==> config.mk <==
export PLATFORM = sky130hd
export DESIGN_NAME = sgi_dispatch
export DESIGN_NICKNAME = d
export VERILOG_FILES = /design/src/rtl/sgi_pkg.sv /design/src/rtl/sgi_pick.sv /design/src/rtl/sgi_req_decode.sv /design/src/rtl/sgi_bank.sv /design/src/rtl/sgi_dispatch.sv
export SDC_FILE = /design/constraint.sdc
export NUM_CORES = 1
export LEC_CHECK = 0
export ABC_CLOCK_PERIOD_IN_PS = 3300
export BUFFER_PORTS_ARGS = -buffer_cell sky130_fd_sc_hd__buf_2
export CAP_MARGIN = 20
export CORE_MARGIN = 2
export CORE_UTILIZATION = 25
export DETAILED_ROUTE_END_ITERATION = 8
export HOLD_SLACK_MARGIN = 0.1
export PLACE_DENSITY = 0.5
export SYNTH_ARGS = -nofsm -noshare
export SYNTH_HDL_FRONTEND = slang
export SYNTH_SLANG_ARGS = --single-unit
==> constraint.sdc <==
create_clock -name clk -period 3.3 [get_ports clk]
set_clock_uncertainty 0.2 [all_clocks]
set_input_delay 0.33 -clock clk [delete_from_list [all_inputs] [get_ports clk]]
set_output_delay 0.33 -clock clk [all_outputs]
set_load 0.05 [all_outputs]
==> src/rtl/sgi_pkg.sv <==
package sgi_pkg;
   localparam int MAX_CPUS = 8;
   localparam int ID_W     = 4;
   localparam int NUM_IDS  = 1 << ID_W;
   localparam int SRC_W    = 3;

   function automatic int entry_count(input int cpus);
      return NUM_IDS * cpus;
   endfunction
endpackage

==> src/rtl/sgi_pick.sv <==
module sgi_pick #(
   parameter int WIDTH = 16,
   localparam int IDX_W = (WIDTH > 1) ? $clog2(WIDTH) : 1
) (
   input  logic             clk,
   input  logic             rst_n,
   input  logic [WIDTH-1:0] vec,
   output logic [WIDTH-1:0] grant,
   output logic [IDX_W-1:0] idx,
   output logic             any
);
   always_comb begin
      grant = vec & (~vec + WIDTH'(1));
      any   = |vec;
      idx   = '0;
      for (int i = WIDTH - 1; i >= 0; i--) begin
         if (vec[i]) idx = IDX_W'(i);
      end
   end

   AST_GRANT_ONEHOT: assert property (@(posedge clk) disable iff (!rst_n)
      $onehot0(grant) && ((grant & ~vec) == '0));
endmodule

==> src/rtl/sgi_req_decode.sv <==
module sgi_req_decode
   import sgi_pkg::*;
#(
   parameter int NUM_CPUS = 4,
   localparam int W = NUM_IDS * NUM_CPUS
) (
   input  logic                       clk,
   input  logic                       rst_n,
   input  logic                       req_valid,
   input  logic [ID_W-1:0]            req_id,
   input  logic [SRC_W-1:0]           req_src,
   input  logic [MAX_CPUS-1:0]        req_targets,
   output logic [NUM_CPUS-1:0][W-1:0] set_vec
);
   logic         src_ok;
   logic [W-1:0] entry_hot;
   logic         unused_mask_hi;

   assign src_ok = req_valid && (int'(req_src) < NUM_CPUS);

   always_comb begin
      entry_hot = '0;
      entry_hot[int'(req_id) * NUM_CPUS + (int'(req_src) % NUM_CPUS)] = 1'b1;
   end

   for (genvar t = 0; t < NUM_CPUS; t++) begin : g_tgt
      assign set_vec[t] = (src_ok && req_targets[t]) ? entry_hot : '0;
   end

   if (NUM_CPUS < MAX_CPUS) begin : g_hi
      assign unused_mask_hi = ^req_targets[MAX_CPUS-1:NUM_CPUS];
   end else begin : g_full
      assign unused_mask_hi = 1'b0;
   end

   AST_DROP_FOREIGN_SRC: assert property (@(posedge clk) disable iff (!rst_n)
      (int'(req_src) >= NUM_CPUS) |-> (set_vec == '0));
   AST_IDLE_NO_SET: assert property (@(posedge clk) disable iff (!rst_n)
      !req_valid |-> (set_vec == '0));
endmodule

==> src/rtl/sgi_bank.sv <==
module sgi_bank
   import sgi_pkg::*;
#(
   parameter int NUM_CPUS = 4,
   localparam int W     = NUM_IDS * NUM_CPUS,
   localparam int IDX_W = $clog2(W)
) (
   input  logic               clk,
   input  logic               rst_n,
   input  logic [W-1:0]       set_vec,
   input  logic               ack_req,
   output logic               ack_valid,
   output logic [ID_W-1:0]    ack_id,
   output logic [SRC_W-1:0]   ack_src,
   output logic [NUM_IDS-1:0] pend_ids
);
   logic [W-1:0]     pend_q;
   logic [W-1:0]     grant;
   logic [W-1:0]     clr_vec;
   logic [IDX_W-1:0] sel_idx;
   logic             sel_any;
   logic             ack_fire;

   sgi_pick #(.WIDTH(W)) u_pick (
      .clk   (clk),
      .rst_n (rst_n),
      .vec   (pend_q),
      .grant (grant),
      .idx   (sel_idx),
      .any   (sel_any)
   );

   assign ack_fire = ack_req && sel_any;
   assign clr_vec  = ack_fire ? grant : '0;

   always_ff @(posedge clk) begin
      if (!rst_n) pend_q <= '0;
      else        pend_q <= (pend_q & ~clr_vec) | set_vec;
   end

   assign ack_valid = ack_fire;

   if (NUM_CPUS == 1) begin : g_solo
      assign ack_id  = ack_fire ? ID_W'(sel_idx) : '0;
      assign ack_src = '0;
   end else begin : g_multi
      assign ack_id  = ack_fire ? ID_W'(int'(sel_idx) / NUM_CPUS) : '0;
      assign ack_src = ack_fire ? SRC_W'(int'(sel_idx) % NUM_CPUS) : '0;
   end

   for (genvar i = 0; i < NUM_IDS; i++) begin : g_id
      assign pend_ids[i] = |pend_q[i*NUM_CPUS +: NUM_CPUS];
   end

   AST_SET_PENDS: assert property (@(posedge clk) disable iff (!rst_n)
      (set_vec != '0) |=> ((pend_q & $past(set_vec)) == $past(set_vec)));
   AST_NO_SPONTANEOUS: assert property (@(posedge clk) disable iff (!rst_n)
      $past(rst_n) |-> ((pend_q & ~$past(pend_q) & ~$past(set_vec)) == '0));
   AST_ACK_CLEARS_ONE: assert property (@(posedge clk) disable iff (!rst_n)
      (ack_fire && !set_vec[sel_idx]) |=> !pend_q[$past(sel_idx)]);
   AST_SET_WINS: assert property (@(posedge clk) disable iff (!rst_n)
      (ack_fire && set_vec[sel_idx]) |=> pend_q[$past(sel_idx)]);
   AST_EMPTY_ACK: assert property (@(posedge clk) disable iff (!rst_n)
      (ack_req && (pend_q == '0)) |-> (!ack_valid && ack_id == '0 && ack_src == '0));
endmodule

==> src/rtl/sgi_dispatch.sv <==
module sgi_dispatch
   import sgi_pkg::*;
#(
   parameter int NUM_CPUS = 4
) (
   input  logic                        clk,
   input  logic                        rst_n,
   input  logic                        req_valid,
   input  logic [ID_W-1:0]             req_id,
   input  logic [SRC_W-1:0]            req_src,
   input  logic [MAX_CPUS-1:0]         req_targets,
   input  logic [NUM_CPUS-1:0]         ack_req,
   output logic [NUM_CPUS-1:0]         ack_valid,
   output logic [NUM_CPUS*ID_W-1:0]    ack_id,
   output logic [NUM_CPUS*SRC_W-1:0]   ack_src,
   output logic [NUM_CPUS*NUM_IDS-1:0] pend_ids
);
   localparam int W = entry_count(NUM_CPUS);

   if (NUM_CPUS < 1 || NUM_CPUS > MAX_CPUS) begin : g_bad_cpus
      $error("sgi_dispatch: NUM_CPUS out of range");
   end

   logic [NUM_CPUS-1:0][W-1:0] set_vec;

   sgi_req_decode #(.NUM_CPUS(NUM_CPUS)) u_decode (
      .clk         (clk),
      .rst_n       (rst_n),
      .req_valid   (req_valid),
      .req_id      (req_id),
      .req_src     (req_src),
      .req_targets (req_targets),
      .set_vec     (set_vec)
   );

   for (genvar c = 0; c < NUM_CPUS; c++) begin : g_bank
      sgi_bank #(.NUM_CPUS(NUM_CPUS)) u_bank (
         .clk       (clk),
         .rst_n     (rst_n),
         .set_vec   (set_vec[c]),
         .ack_req   (ack_req[c]),
         .ack_valid (ack_valid[c]),
         .ack_id    (ack_id[c*ID_W +: ID_W]),
         .ack_src   (ack_src[c*SRC_W +: SRC_W]),
         .pend_ids  (pend_ids[c*NUM_IDS +: NUM_IDS])
      );

      AST_SRC_CONNECTED: assert property (@(posedge clk) disable iff (!rst_n)
         ack_valid[c] |-> (int'(ack_src[c*SRC_W +: SRC_W]) < NUM_CPUS));
      AST_ACK_SHOWS_PENDING: assert property (@(posedge clk) disable iff (!rst_n)
         ack_valid[c] |-> pend_ids[c*NUM_IDS + int'(ack_id[c*ID_W +: ID_W])]);
   end
endmodule

-- Word level (Yosys, flattened, before mapping)
Cells that the tools add are included.
W data, S select, Z words.
- register bits after elaboration: 256
- input bits: 22
- output and inout port bits: 96
- add/sub/neg operators: 5
- $lt $le $gt $ge: 3
- mux-type cells: 274
- bitwise gates (word level): 20
- reductions and logical operators: 78
- operator list (kind ; count):
    $mux W6 ; 256
    $and A64 B64 Y64 ; 8
    $mux W64 ; 8
    $not A64 Y64 ; 8
    $add A64 B1 Y64 const B ; 4
    $or A64 B64 Y64 ; 4
    $reduce_or A4 Y1 ; 64
    $reduce_or A64 Y1 ; 4
    $ge A32 B1 Y1 const B ; 1
    $lt A32 B8 Y1 const B ; 1
    $mux W4 ; 4
    $logic_and A1 B1 Y1 ; 10
    $mux W2 ; 4
    $add A6 B2 Y7 ; 1
    $demux W1 S6 ; 1
    $lt A3 B3 Y1 const B ; 1
    $mux W1 ; 1

-- Depth between registers and ports, before layout
- depth after elaboration: 65
- mapped depth: 11
- depth with buffers taken out: 10

-- Cells and area by module
A second synthesis with hierarchy kept.
- cell total of the unflattened synthesis: 2518
- area, all modules: 18158.7 um2
- modules (own cells, without submodules) (module ; times used ; cells each ; area an instance (um2)):
    sgi_bank ; 4 ; 295 ; 2522.4
    sgi_pick ; 4 ; 243 ; 1529.0
    sgi_req_decode ; 1 ; 366 ; 1953.1

-- Least setup slack after synthesis
Ideal clock, no wire load.
- path kind: register to register
- start: register g_bank[3].u_bank.pend_q[16]
- end: register g_bank[3].u_bank.pend_q[42]
- arrival time: 3.874 ns
- path slack: -0.905 ns
- stages on the path, launching flop included: 10
- clock period less this slack: 4.205 ns
- cells stage by stage: dfxtp_1 -> clkbuf_1 -> or4_1 -> clkbuf_1 -> nor4_1 -> nand3_1 -> nor3_1 -> nand2b_1 -> o41ai_1 -> a21boi_0
- cells in the longest elaborated chain, start to end: 7
- elaborated cells between the ends (all ways): 9
- ends and longest elaborated chain (what ; RTL line ; text):
    start, declared ; sgi_bank.sv:17 ; logic [W-1:0] pend_q;
    start signal, assigned ; sgi_bank.sv:38 ; else pend_q <= (pend_q & ~clr_vec) | set_vec;
    $not A64 Y64 ; sgi_pick.sv:13 ; grant = vec & (~vec + WIDTH'(1));
    $add A64 B1 Y64 ; sgi_pick.sv:13 ;
    $and A64 B64 Y64 ; sgi_pick.sv:13 ;
    $mux W64 * ; sgi_bank.sv:34 ; assign clr_vec = ack_fire ? grant : '0;
    $not A64 Y64 * ; sgi_bank.sv:38 ;
    $and A64 B64 Y64 * ; sgi_bank.sv:38 ;
    $or A64 B64 Y64 * ; sgi_bank.sv:38 ;
Mark *: on every way between the ends. The rest lies on a longest branch, timed or not.
A chain may end at the register's enable or synchronous reset.

-- Worst setup path after layout
- start: register g_bank[0].u_bank.pend_q[18]
- end: output ack_src[0]
- cells in the longest elaborated chain, start to end: 20
- elaborated cells between the ends (all ways): 22
- ends and longest elaborated chain (what ; RTL line ; text):
    start, declared ; sgi_bank.sv:17 ;
    start signal, assigned ; sgi_bank.sv:38 ;
    $mux W6 (19 in series) ; sgi_pick.sv:17 ; if (vec[i]) idx = IDX_W'(i);
    $mux W2 * ; sgi_bank.sv:48 ; assign ack_src = ack_fire ? SRC_W'(int'(sel_idx) % NUM_CPUS) : '0;
    end, declared ; sgi_dispatch.sv:15 ; output logic [NUM_CPUS*SRC_W-1:0] ack_src,
Marks and branches as above.

==> metrics.md <==
| Metric | Value |
|---|---|
| Status | `finished with violations` |
| Violated checks | `negative setup slack` |
| Final WS setup | `-356.5 ps` |
| DP HPWL | `roughly 48 mm` |
| # H-tree levels | `1` |
| Clk pin slew, worst setup/hold paths | `roughly 60 ps` |
| Die Wd | `about 240 um` |
| TritonCTS clock tree | `built` |
| DRC Markers | `0` |
| Main flop type after synthesis | `dfxtp_1` |
| FMAX | `273.5 MHz` |
| Worst setup SP type | `register` |
| Utilization after layout | `around 34%` |
| Total CTS buffers | `30` |
| Global-route wire length before repair | `roughly 95 mm` |
| Register area share after synthesis | `a little over a third` |
| Max FFs per register | `256` |
| Critical Path AT | `between 3000 and 4000 ps` |
| Nets | `about 2200` |
| Yosys Warn Count | `0` |
| Post-Route WL | `around 65 mm` |
| Endpoints failing setup | `13` |
| Post-Syn Area | `0.01427 mm2` |
| VDD IR max | `0.0004148 V` |
| WP data required | `2770 ps` |
| Vias/cell | `about 5.4` |
| CP endpoint kind | `output port` |
| P_leak | `between 7 and 8 nW` |
| Reg area | `approximately 0.0052 mm2` |
| Core area | `about 0.056 mm2` |
| Final period utilization | `110.8%` |
| DR iter-0 viols | `between 1500 and 2000` |
| Clk sinks | `about 260` |
| Overall routing resource usage | `20.96%` |
| Share of cells above drive strength 1 | `26.75%` |
| Commonest non-fill, non-tap cell in the layout | `buf_4` |
| Fin crit period | `between 3000 and 4000 ps` |
| Cell Area, Placed | `approximately 0.017 mm2` |
| Synth top area cells | `dfxtp_1 36%, nand2_1 5.9%, nor2_1 5.7%, a21boi_0 5.3%, o21ai_0 5.2%` |
| Worst Max-Slew Pin Slew | `1047 ps` |
| I/O Pins | `~120` |
| RSZ-0062 raised after global routing | `true` |
| CP max FO | `3` |
| Number of distinct library cells after synthesis | `64` |
| Initial Utilization | `about 25%` |
| Largest net degree at the start of global routing | `~110` |
| Final Hold Fails | `0` |
| Wire length per cell | `about 22 um` |
| Cells after Synth | `between 1500 and 2000` |
| Fill cell count | `5999` |
| #FFs+latches synth | `256` |
| Clk root buf | `clkbuf_16` |
| PD cells | `370.1 mW/mm2` |
| Hold crit path type | `primary input to register` |
| Clock buffer depth | `3` |
| EDFF count, synth | `0` |
| Post-synth top area share | `between 30% and 40%` |
| Die Height | `242.9 um` |
| Top Registers | `g_bank.u_bank.pend_q x256` |
| Clk_lat worst skew | `610 ps` |
| Max_cap viols | `0` |
| Remaining Overflow, GRT | `0` |
| RePlAce Congestion | `about 0.95` |
| Initial antenna violation count | `7` |
| Slew Viols, Final | `0` |
| Layout area overhead | `35.53%` |
| Number of port buffers | `approximately 110` |
| DP Worst Slack | `-41.27 ps` |
| Top reg by flops | `g_bank.u_bank.pend_q` |
| Vias in the first global route | `roughly 15000` |
| Number of routed nets with antenna violations | `0` |
| Commonest non-fill, non-tap cells in the layout | `250 x buf_4, 229 x dfxtp_1, 214 x nand2_1, 203 x nor2_1, 136 x o21ai_0` |
| Syn Area/Cell | `~7.5 um2` |
| Worst setup path class | `register to output port` |
| Final instance area | `between 0.015 and 0.02 mm2` |
| Die Footprint | `0.05900 mm2` |
| Row cnt | `between 80 and 90` |
| First drt pass iteration count | `5` |
| Area occupied by multi-input gates | `a little over 0.009 mm2` |
| Total number of vias | `between 15000 and 20000` |
| Most area-hungry cell type in the Yosys netlist | `dfxtp_1` |
| Headroom to the max-slew limit | `around 30%` |
| Async SR Flop Fraction | `0%` |
[final timing paths]
kind	from	slack (ps)	end	cells after the start
worst max-delay path	g_bank[0].u_bank.pend_q[18]	-360	ack_src[0]	8
worst min-delay path	req_id[1]	150	g_bank[2].u_bank.pend_q[19]	4
worst max register to register	g_bank[0].u_bank.pend_q[18]	40	g_bank[0].u_bank.pend_q[55]	9
worst min register to register	g_bank[2].u_bank.pend_q[59]	290	g_bank[2].u_bank.pend_q[59]	2
[power breakdown]
part | switching, mW | internal [mW] | total, mW
registers | 0.00886 | 3.09 | 3.10
logic | 0.449 | 0.264 | 0.713
clock network | 1.48 | 1.86 | 3.34
total | 1.94 | 5.22 | 7.16
[per-stage QoR]
stage / instances / hold WS, ps / setup TNS, ps / power, mW
6_report: 2997 / 150.6 / -2036 / 7.155
4_1_cts: 2979 / 131.3 / -2154 / 7.158
2_1_floorplan: 1913 / 258.5 / -22.52 / 3.552
5_1_grt: 2996 / 179.6 / -3121 / 7.356
3_3_place_gp: 2886 / 271.3 / -40.71 / 3.771
3_5_place_dp: 2886 / 280.4 / -57.38 / 3.771
[cell usage after synthesis (42+ instances only)]
| cell | n |
|---|---|
| nor4_1 | 76 |
| clkbuf_1 | 88 |
| nor3_1 | 68 |
| nand2_1 | 223 |
| a21boi_0 | 100 |
| o31ai_1 | 42 |
| a21oi_1 | 82 |
| o21ai_0 | 147 |
| inv_1 | 95 |
| or4_1 | 53 |
| dfxtp_1 | 256 |
| a22oi_1 | 54 |
| nor2b_1 | 71 |
| nor2_1 | 215 |
[critical path: stages (launching register included)]
cell and delay, ps:
dfxtp_2 320, or4_4 540, or4_4 570, or4_4 590, nand3_4 90, nor3_2 50, o21ai_1 100, nand2_2 100
buf_8 160
[timing repair]
action,CTS,global route
endpoints found under the hold margin,39,0
pin swaps,44,39
buffers inserted,32,18
gates resized for setup,153,92
endpoints found under the setup margin,27,38
hold buffers,7,0
[layer usage]
layer | vias up | global-route usage (%) | part of all wire (%)
met5 | - | 0 | 0.079
met3 | 144 | 4.169 | 8.2
li1 | 7628 | - | -
met1 | 7806 | 28.16 | 43
met4 | 8 | 10.18 | 5.1
met2 | 694 | 32.00 | 43
[cell families (layout without fill, tap and decap cells)]
kind of cell,count (synthesis),after routing,synth area share (%)
buffers and inverters,196,522,5.481
DFF,256,256,35.92
and+or+nand+nor,871,871,30.71
AOI/OAI and AO/OA,586,586,27.86
other,1,6,0.02628
[area by class of cell]
| class | count | share of cell area [%] |
|---|---|---|
| multi-input combinational | 1461 | 47.14 |
| sequential | 256 | 26.71 |
| timing repair buffer | 373 | 14.37 |
| tap | 756 | 4.892 |
| clock buffer | 36 | 4.258 |
| inverter | 95 | 1.857 |
| clock inverter | 18 | 0.7571 |
| antenna | 2 | 0.02588 |
No activity file was read; power rests on OpenSTA's default activity.
